<file path="src/rtl/hdlc_rx_pkg.sv">
package hdlc_rx_pkg;

    localparam int unsigned STUFF_ONES = 5;
    localparam int unsigned FLAG_ONES  = 6;
    localparam int unsigned ABORT_ONES = 7;
    localparam int unsigned FCS_BITS   = 16;

    localparam logic [15:0] CRC_POLY = 16'h1021;
    localparam logic [15:0] CRC_INIT = 16'hFFFF;
    localparam logic [15:0] CRC_GOOD = 16'h1D0F;

    typedef struct packed {
        logic dv;
        logic dbit;
        logic zero;
        logic flag;
        logic run7;
    } line_ev_t;

    function automatic logic [15:0] crc_step(input logic [15:0] c, input logic b);
        logic fb;
        fb = c[15] ^ b;
        return {c[14:0], 1'b0} ^ (fb ? CRC_POLY : 16'h0000);
    endfunction

endpackage

</file>
<file path="src/rtl/hdlc_line_decoder.sv">
module hdlc_line_decoder
    import hdlc_rx_pkg::*;
#(
    parameter int RUN_W = 4
) (
    input  logic     clk,
    input  logic     rst,
    input  logic     bit_en,
    input  logic     rx_bit,
    output line_ev_t ev
);
    localparam logic [RUN_W-1:0] L_STUFF = RUN_W'(STUFF_ONES);
    localparam logic [RUN_W-1:0] L_FLAG  = RUN_W'(FLAG_ONES);
    localparam logic [RUN_W-1:0] L_SAT   = RUN_W'(ABORT_ONES);

    logic [RUN_W-1:0] ones_q;

    always_comb begin
        ev = '0;
        if (bit_en) begin
            ev.dbit = rx_bit;
            if (rx_bit) begin
                ev.dv   = (ones_q < L_STUFF);
                ev.run7 = (ones_q == L_FLAG);
            end else begin
                ev.zero = 1'b1;
                if (ones_q == L_FLAG) begin
                    ev.flag = 1'b1;
                end else if (ones_q < L_STUFF) begin
                    ev.dv = 1'b1;
                end
            end
        end
    end

    always_ff @(posedge clk) begin
        if (rst) begin
            ones_q <= '0;
        end else if (bit_en) begin
            if (!rx_bit)
                ones_q <= '0;
            else if (ones_q != L_SAT)
                ones_q <= ones_q + 1'b1;
        end
    end

    // a stuffed zero (after five ones) must clear the run without producing data
    assert_destuff_R2: assert property (@(posedge clk) disable iff (rst)
        (bit_en && !rx_bit && ones_q == L_STUFF) |=> (ones_q == '0));

    assert_run_bound_R7: assert property (@(posedge clk) disable iff (rst)
        ones_q <= L_SAT);

endmodule

</file>
<file path="src/rtl/hdlc_bit_delay.sv">
module hdlc_bit_delay #(
    parameter int DEPTH = 6
) (
    input  logic clk,
    input  logic rst,
    input  logic clr,
    input  logic push,
    input  logic din,
    output logic pop,
    output logic dout
);
    localparam int CW = $clog2(DEPTH + 1);
    localparam logic [CW-1:0] FULL = CW'(DEPTH);

    logic [DEPTH-1:0] sh_q;
    logic [CW-1:0]    cnt_q;

    assign pop  = push && (cnt_q == FULL);
    assign dout = sh_q[DEPTH-1];

    always_ff @(posedge clk) begin
        if (rst || clr) begin
            sh_q  <= '0;
            cnt_q <= '0;
        end else if (push) begin
            sh_q <= {sh_q[DEPTH-2:0], din};
            if (cnt_q != FULL)
                cnt_q <= cnt_q + 1'b1;
        end
    end

    // the holdback never grows past its depth and stays full once popping
    assert_fill_bound_R3: assert property (@(posedge clk) disable iff (rst)
        cnt_q <= FULL);

    assert_pop_full_R3: assert property (@(posedge clk) disable iff (rst)
        (pop && !clr) |=> (cnt_q == FULL));

endmodule

</file>
<file path="src/rtl/hdlc_crc16.sv">
module hdlc_crc16
    import hdlc_rx_pkg::*;
(
    input  logic        clk,
    input  logic        rst,
    input  logic        clr,
    input  logic        en,
    input  logic        din,
    output logic [15:0] crc
);
    always_ff @(posedge clk) begin
        if (rst || clr)
            crc <= CRC_INIT;
        else if (en)
            crc <= crc_step(crc, din);
    end

    assert_crc_preset_R4: assert property (@(posedge clk) disable iff (rst)
        clr |=> (crc == CRC_INIT));

    assert_crc_hold_R4: assert property (@(posedge clk) disable iff (rst)
        (!clr && !en) |=> $stable(crc));

endmodule

</file>
<file path="src/rtl/hdlc_frame_rx.sv">
module hdlc_frame_rx
    import hdlc_rx_pkg::*;
#(
    parameter int CHAR_W = 8,
    parameter int RES_W  = $clog2(CHAR_W)
) (
    input  logic              clk,
    input  logic              rst,
    input  logic              bit_en,
    input  logic              rx_bit,
    input  logic              addr_match_en,
    input  logic [CHAR_W-1:0] station_addr,
    output logic              out_valid,
    output logic [CHAR_W-1:0] out_data,
    output logic              frame_done,
    output logic              crc_err,
    output logic              short_err,
    output logic [RES_W-1:0]  residue,
    output logic              abort_det,
    output logic              eop_det
);
    localparam int NB_W = $clog2(FCS_BITS + 1);
    localparam int SH_W = RES_W + 1;
    localparam logic [NB_W-1:0]  NB_FULL  = NB_W'(FCS_BITS);
    localparam logic [RES_W-1:0] MOD_LAST = RES_W'(CHAR_W - 1);

    line_ev_t ev;
    logic pop, dout;
    logic [15:0] crc;

    logic              in_frame_q, discard_q, first_q, seen_zero_q;
    logic [CHAR_W-1:0] sr_q;
    logic [RES_W-1:0]  mod_q;
    logic [NB_W-1:0]   nbits_q;

    hdlc_line_decoder #(.RUN_W(4)) u_dec (
        .clk(clk), .rst(rst), .bit_en(bit_en), .rx_bit(rx_bit), .ev(ev)
    );

    hdlc_bit_delay #(.DEPTH(FLAG_ONES)) u_dly (
        .clk(clk), .rst(rst), .clr(ev.flag),
        .push(ev.dv && in_frame_q), .din(ev.dbit),
        .pop(pop), .dout(dout)
    );

    hdlc_crc16 u_crc (
        .clk(clk), .rst(rst), .clr(ev.flag), .en(pop), .din(dout), .crc(crc)
    );

    logic [CHAR_W-1:0] sr_nx, part;
    logic [SH_W-1:0]   shamt;
    logic              byte_done, long_enough;

    always_comb begin
        sr_nx       = {dout, sr_q[CHAR_W-1:1]};
        byte_done   = pop && (mod_q == MOD_LAST);
        shamt       = SH_W'(CHAR_W) - {1'b0, mod_q};
        part        = (mod_q == '0) ? '0 : (sr_q >> shamt);
        long_enough = (nbits_q == NB_FULL);
    end

    always_ff @(posedge clk) begin
        if (rst) begin
            in_frame_q  <= 1'b0;
            discard_q   <= 1'b0;
            first_q     <= 1'b0;
            seen_zero_q <= 1'b0;
            sr_q        <= '0;
            mod_q       <= '0;
            nbits_q     <= '0;
            out_valid   <= 1'b0;
            out_data    <= '0;
            frame_done  <= 1'b0;
            crc_err     <= 1'b0;
            short_err   <= 1'b0;
            residue     <= '0;
            abort_det   <= 1'b0;
            eop_det     <= 1'b0;
        end else begin
            out_valid  <= 1'b0;
            frame_done <= 1'b0;
            abort_det  <= 1'b0;
            eop_det    <= 1'b0;
            if (ev.flag) begin
                if (in_frame_q && !discard_q && nbits_q != '0) begin
                    frame_done <= 1'b1;
                    short_err  <= !long_enough;
                    crc_err    <= long_enough && (crc != CRC_GOOD);
                    residue    <= mod_q;
                    out_data   <= part;
                end
                in_frame_q  <= 1'b1;
                discard_q   <= 1'b0;
                first_q     <= 1'b1;
                seen_zero_q <= 1'b0;
                sr_q        <= '0;
                mod_q       <= '0;
                nbits_q     <= '0;
            end else if (ev.run7 && in_frame_q) begin
                if (seen_zero_q)
                    abort_det <= 1'b1;
                else
                    eop_det <= 1'b1;
                in_frame_q <= 1'b0;
            end else begin
                if (ev.zero)
                    seen_zero_q <= 1'b1;
                if (pop) begin
                    sr_q  <= sr_nx;
                    mod_q <= (mod_q == MOD_LAST) ? '0 : mod_q + 1'b1;
                    if (nbits_q != NB_FULL)
                        nbits_q <= nbits_q + 1'b1;
                    if (byte_done) begin
                        first_q <= 1'b0;
                        if (first_q && addr_match_en && sr_nx != station_addr) begin
                            discard_q <= 1'b1;
                        end else if (!discard_q) begin
                            out_valid <= 1'b1;
                            out_data  <= sr_nx;
                        end
                    end
                end
            end
        end
    end

    assert_single_event_R10: assert property (@(posedge clk) disable iff (rst)
        $onehot0({out_valid, frame_done, abort_det, eop_det}));

    assert_event_on_bit_R10: assert property (@(posedge clk) disable iff (rst)
        (out_valid || frame_done || abort_det || eop_det) |-> $past(bit_en));

    assert_short_no_crc_R5: assert property (@(posedge clk) disable iff (rst)
        (frame_done && short_err) |-> !crc_err);

    assert_no_residue_data_R6: assert property (@(posedge clk) disable iff (rst)
        (frame_done && residue == '0) |-> (out_data == '0));

endmodule

</file>
<file path="config.mk">
export PLATFORM = sky130hd
export DESIGN_NAME = hdlc_frame_rx
export DESIGN_NICKNAME = d
export VERILOG_FILES = /design/src/rtl/hdlc_rx_pkg.sv /design/src/rtl/hdlc_line_decoder.sv /design/src/rtl/hdlc_bit_delay.sv /design/src/rtl/hdlc_crc16.sv /design/src/rtl/hdlc_frame_rx.sv
export SDC_FILE = /design/constraint.sdc
export NUM_CORES = 1
export LEC_CHECK = 0
export BUFFER_PORTS_ARGS = -buffer_cell sky130_fd_sc_hd__buf_2
export CELL_PAD_IN_SITES_DETAIL_PLACEMENT = 1
export CELL_PAD_IN_SITES_GLOBAL_PLACEMENT = 2
export CORE_ASPECT_RATIO = 0.9
export CORE_MARGIN = 1.5
export CORE_UTILIZATION = 28
export CTS_CLUSTER_DIAMETER = 60
export DETAILED_ROUTE_END_ITERATION = 10
export PLACE_DENSITY = 0.75
export SLEW_MARGIN = 20
export SYNTH_ARGS = -nofsm -noshare
export SYNTH_HDL_FRONTEND = slang
export SYNTH_SLANG_ARGS = --single-unit
</file>
<file path="constraint.sdc">
create_clock -name clk -period 2.55 [get_ports clk]
set_input_delay 0.3825 -clock clk [delete_from_list [all_inputs] [get_ports clk]]
set_output_delay 0.3825 -clock clk [all_outputs]
set_load 0.02 [all_outputs]
</file>
==> metrics.md <==
| Metric | Value |
|---|---|
| IO Count | `30` |
| Initial antenna violation count | `0` |
| Tot Pwr | `2.354 mW` |
| R2R cell count | `7` |
| #FFs+latches synth | `66` |
| Clk root buf | `clkbuf_16` |
| Clock skew | `7.577 ps` |
| CTS tree | `done` |
| Largest net degree at the start of global routing | `26` |
| Net count, final | `427` |
| PwrDens | `599.3 nW/um^2` |
| Die X | `117.3 um` |
| Mapped Cells | `373` |
| Synth Cell Area | `3289 sq um` |
| Global Route Usage Sum | `14.87%` |
| Sw Ratio | `22.74%` |
| Commonest non-fill, non-tap cells in the layout | `66 x dfxtp_1, 58 x nand2_1, 36 x nor2_1` |
| Compound-Gate Fraction of Synth Area | `12.25%` |
| Mux cell area share after synthesis | `8.825%` |
| GP Congestion | `0.7927` |
| Core box area | `11,430 sq um` |
| Top FF cell, synth | `dfxtp_1` |
| Internal power | `1.819 mW` |
| Flop-to-flop setup slack | `300 ps` |
| RSZ-0062 raised after global routing | `no` |
| Leakage power | `1.506 nW` |
| CTS clk-pin slew, worst paths | `60 ps` |
| Initial Utilization | `28.77%` |
| Synth Area in XOR/XNOR | `4.260%` |
| Inserted Clock Buffers | `9` |
| Comb pwr share | `2.5%` |
| Top cell type's share of synthesized area | `40.17%` |
| Post-Synth Adder-Cell Area | `4.184%` |
| DP Wirelength | `6.055 mm` |
| Post-DRT Antenna Nets | `0` |
| Post-synth top area cell | `dfxtp_1` |
| Max-cap violations | `0` |
| # DRC | `0` |
| WS Path Type | `flip-flop to flip-flop` |
| Sink Count | `66` |
| Hold Fails Final Rpt | `0` |
| Aggregate negative setup slack | `0 ps` |
| WP data arrival | `2470 ps` |
| Hold depth | `2` |
| Main combinational cell family by area after synthesis | `simple AND/OR/NAND/NOR gates` |
| Placed Area | `3618 sq um` |
| Wire length per cell | `14.98 um` |
| EDFF count, synth | `0` |
| Via count | `2,755` |
| Final instance area | `3928 sq um` |
| Commonest non-fill, non-tap cell in the layout | `dfxtp_1` |
| DR iter-0 viols | `180` |
| Clock power share | `53.5%` |
| Syn. warnings | `0` |
| Ys async rst share | `0%` |
| Die Ht | `105.8 um` |
| H-tree depth reported by CTS | `3` |
| Vias in the first global route | `2,784` |
| DR pass1 iterations | `6` |
| Max clock buf depth | `2` |
| Worst hold path class | `input pin to flip-flop` |
| Maximum vdd drop | `0.0002876 V` |
| Critical Path Source Type | `flip-flop` |
| First-pass GRT wire length | `14.41 mm` |
| Worst Tran Pin Value | `717.5 ps` |
| Switch Pwr | `535.2 uW` |
| Max transition margin | `52.12%` |
| Port bufs | `29` |
| Synthesized area per cell | `8.819 sq um` |
| Global route total overflow | `0` |
| Number of setup violations in the final report | `0` |
| Status | `finished clean` |
| Layout cells sized above 1 | `19.36%` |
| Mapped Nets | `397` |
| Top cells by area, synth | `dfxtp_1 40%, nand2_1 6.6%, mux2i_1 6.1%` |
| Die Area | `12,410 sq um` |
| Antenna cells | `0` |
| Crit end category | `flip-flop` |
| Simple-gate share of the synthesized area | `25.22%` |
| Flop pwr share | `44.0%` |
| Max-slew violations | `0` |
| Vias per inst | `4.885` |
| Min cycle time layout | `2251 ps` |
| F_max | `444.2 MHz` |
| Unique masters post-synth | `55` |
| Clk_lat worst skew | `330 ps` |
| Req. time, crit path | `2770 ps` |
| Row count | `37` |
| Post-synthesis sequential area ratio | `40.17%` |
| Routed WL | `8.446 mm` |
| Area delta synth->final | `19.40%` |
| Final worst-path cycle share | `88.29%` |
| Worst-path fanout max | `19` |
critical path: stages (launching register included):
cell and delay, ps:
dfxtp_1 400, inv_1 90, ha_1 210, and3b_1 300
nor4_4 400, buf_4 340, nand2_1 130, nor4_1 270
cells by family after synthesis:
logic type	after synthesis
xor gates and xnor gates	16
and+or+nand+nor	163
buffers and inverters	34
DFF	66
AOI/OAI and AO/OA	58
muxes	25
adders and majority gates	11
worst paths after layout:
check                       start               to
hold / removal             bit_en  u_dec.ones_q[2]
setup reg to reg  u_dec.ones_q[0]        out_valid
hold reg to reg       seen_zero_q          eop_det
setup / recovery  u_dec.ones_q[0]        out_valid
metrics by stage:
| stage | worst slack [ps] | util, % | hold slack [ps] | std cells |
|---|---|---|---|---|
| 6_report | 298.5 | 34.35 | 423.8 | 564 |
| 4_1_cts | 165.8 | 34.28 | 421.7 | 564 |
| 5_1_grt | 94.37 | 34.35 | 438.6 | 564 |
| 3_5_place_dp | 197.8 | 31.64 | 441.2 | 548 |
| 2_1_floorplan | 253.8 | - | 412.9 | 373 |
| 3_3_place_gp | 269.8 | 31.64 | 438.8 | 548 |
registers in the layout, summed over array words and instances (netlist names), 3 cells and up:
signal and flops:
sr_q 8, out_data 8, u_dly.sh_q 6, u_dec.ones_q 4, u_crc.crc 16, residue 3, u_dly.cnt_q 3, mod_q 3
nbits_q 5
synthesized netlist by cell type (all sizes together), types with 2 or more instances:
library cell	number
dfxtp	66
nand2	59
nor2	37
nand3	24
a21oi	21
mux2i	20
clkbuf	14
xor2	12
ha	11
inv	11
a211oi	9
buf	8
a31oi	7
nor3	7
nand4	6
o21ai	5
a22oi	4
and2	4
nor4	4
xnor2	4
a311oi	3
mux4	3
nand3b	3
nor2b	3
o31ai	3
and4b	2
mux2	2
nand2b	2
nor4b	2
nor4bb	2
o211ai	2
o22ai	2
power by group through the flow:
stage          sequential [mW]  clock, mW  combinational (mW)
6_report                  1.04       1.26              0.0597
5_1_grt                   1.04       1.35              0.0668
4_1_cts                   1.04       1.29              0.0597
3_5_place_dp              1.06          0              0.0594
3_3_place_gp              1.06          0              0.0584
2_1_floorplan             1.06          0              0.0330
area by class of cell:
class	count	area [sq um]
clock buffer	9	225.2
clock inverter	7	76.32
fill	1349	7507
inverter	12	45.04
multi-input combinational	273	1817
sequential	66	1321
tap	156	195.2
timing repair buffer	41	247.7
per-layer routing:
layer	global-route usage [%]	vias up	wire, um
li1	-	1366	-
met1	20.75	1339	4196
met2	22.63	36	3845
met3	3.450	14	280
met4	4.475	0	124
met5	0	-	0
repair_timing:
| action | 4_1_cts | 5_1_grt |
|---|---|---|
| gates resized for setup | 0 | 1 |
| setup buffers | 0 | 0 |
| setup endpoints to repair | 0 | 2 |
| hold buffers | 0 | 0 |
Power figures use the tool's default switching activity.
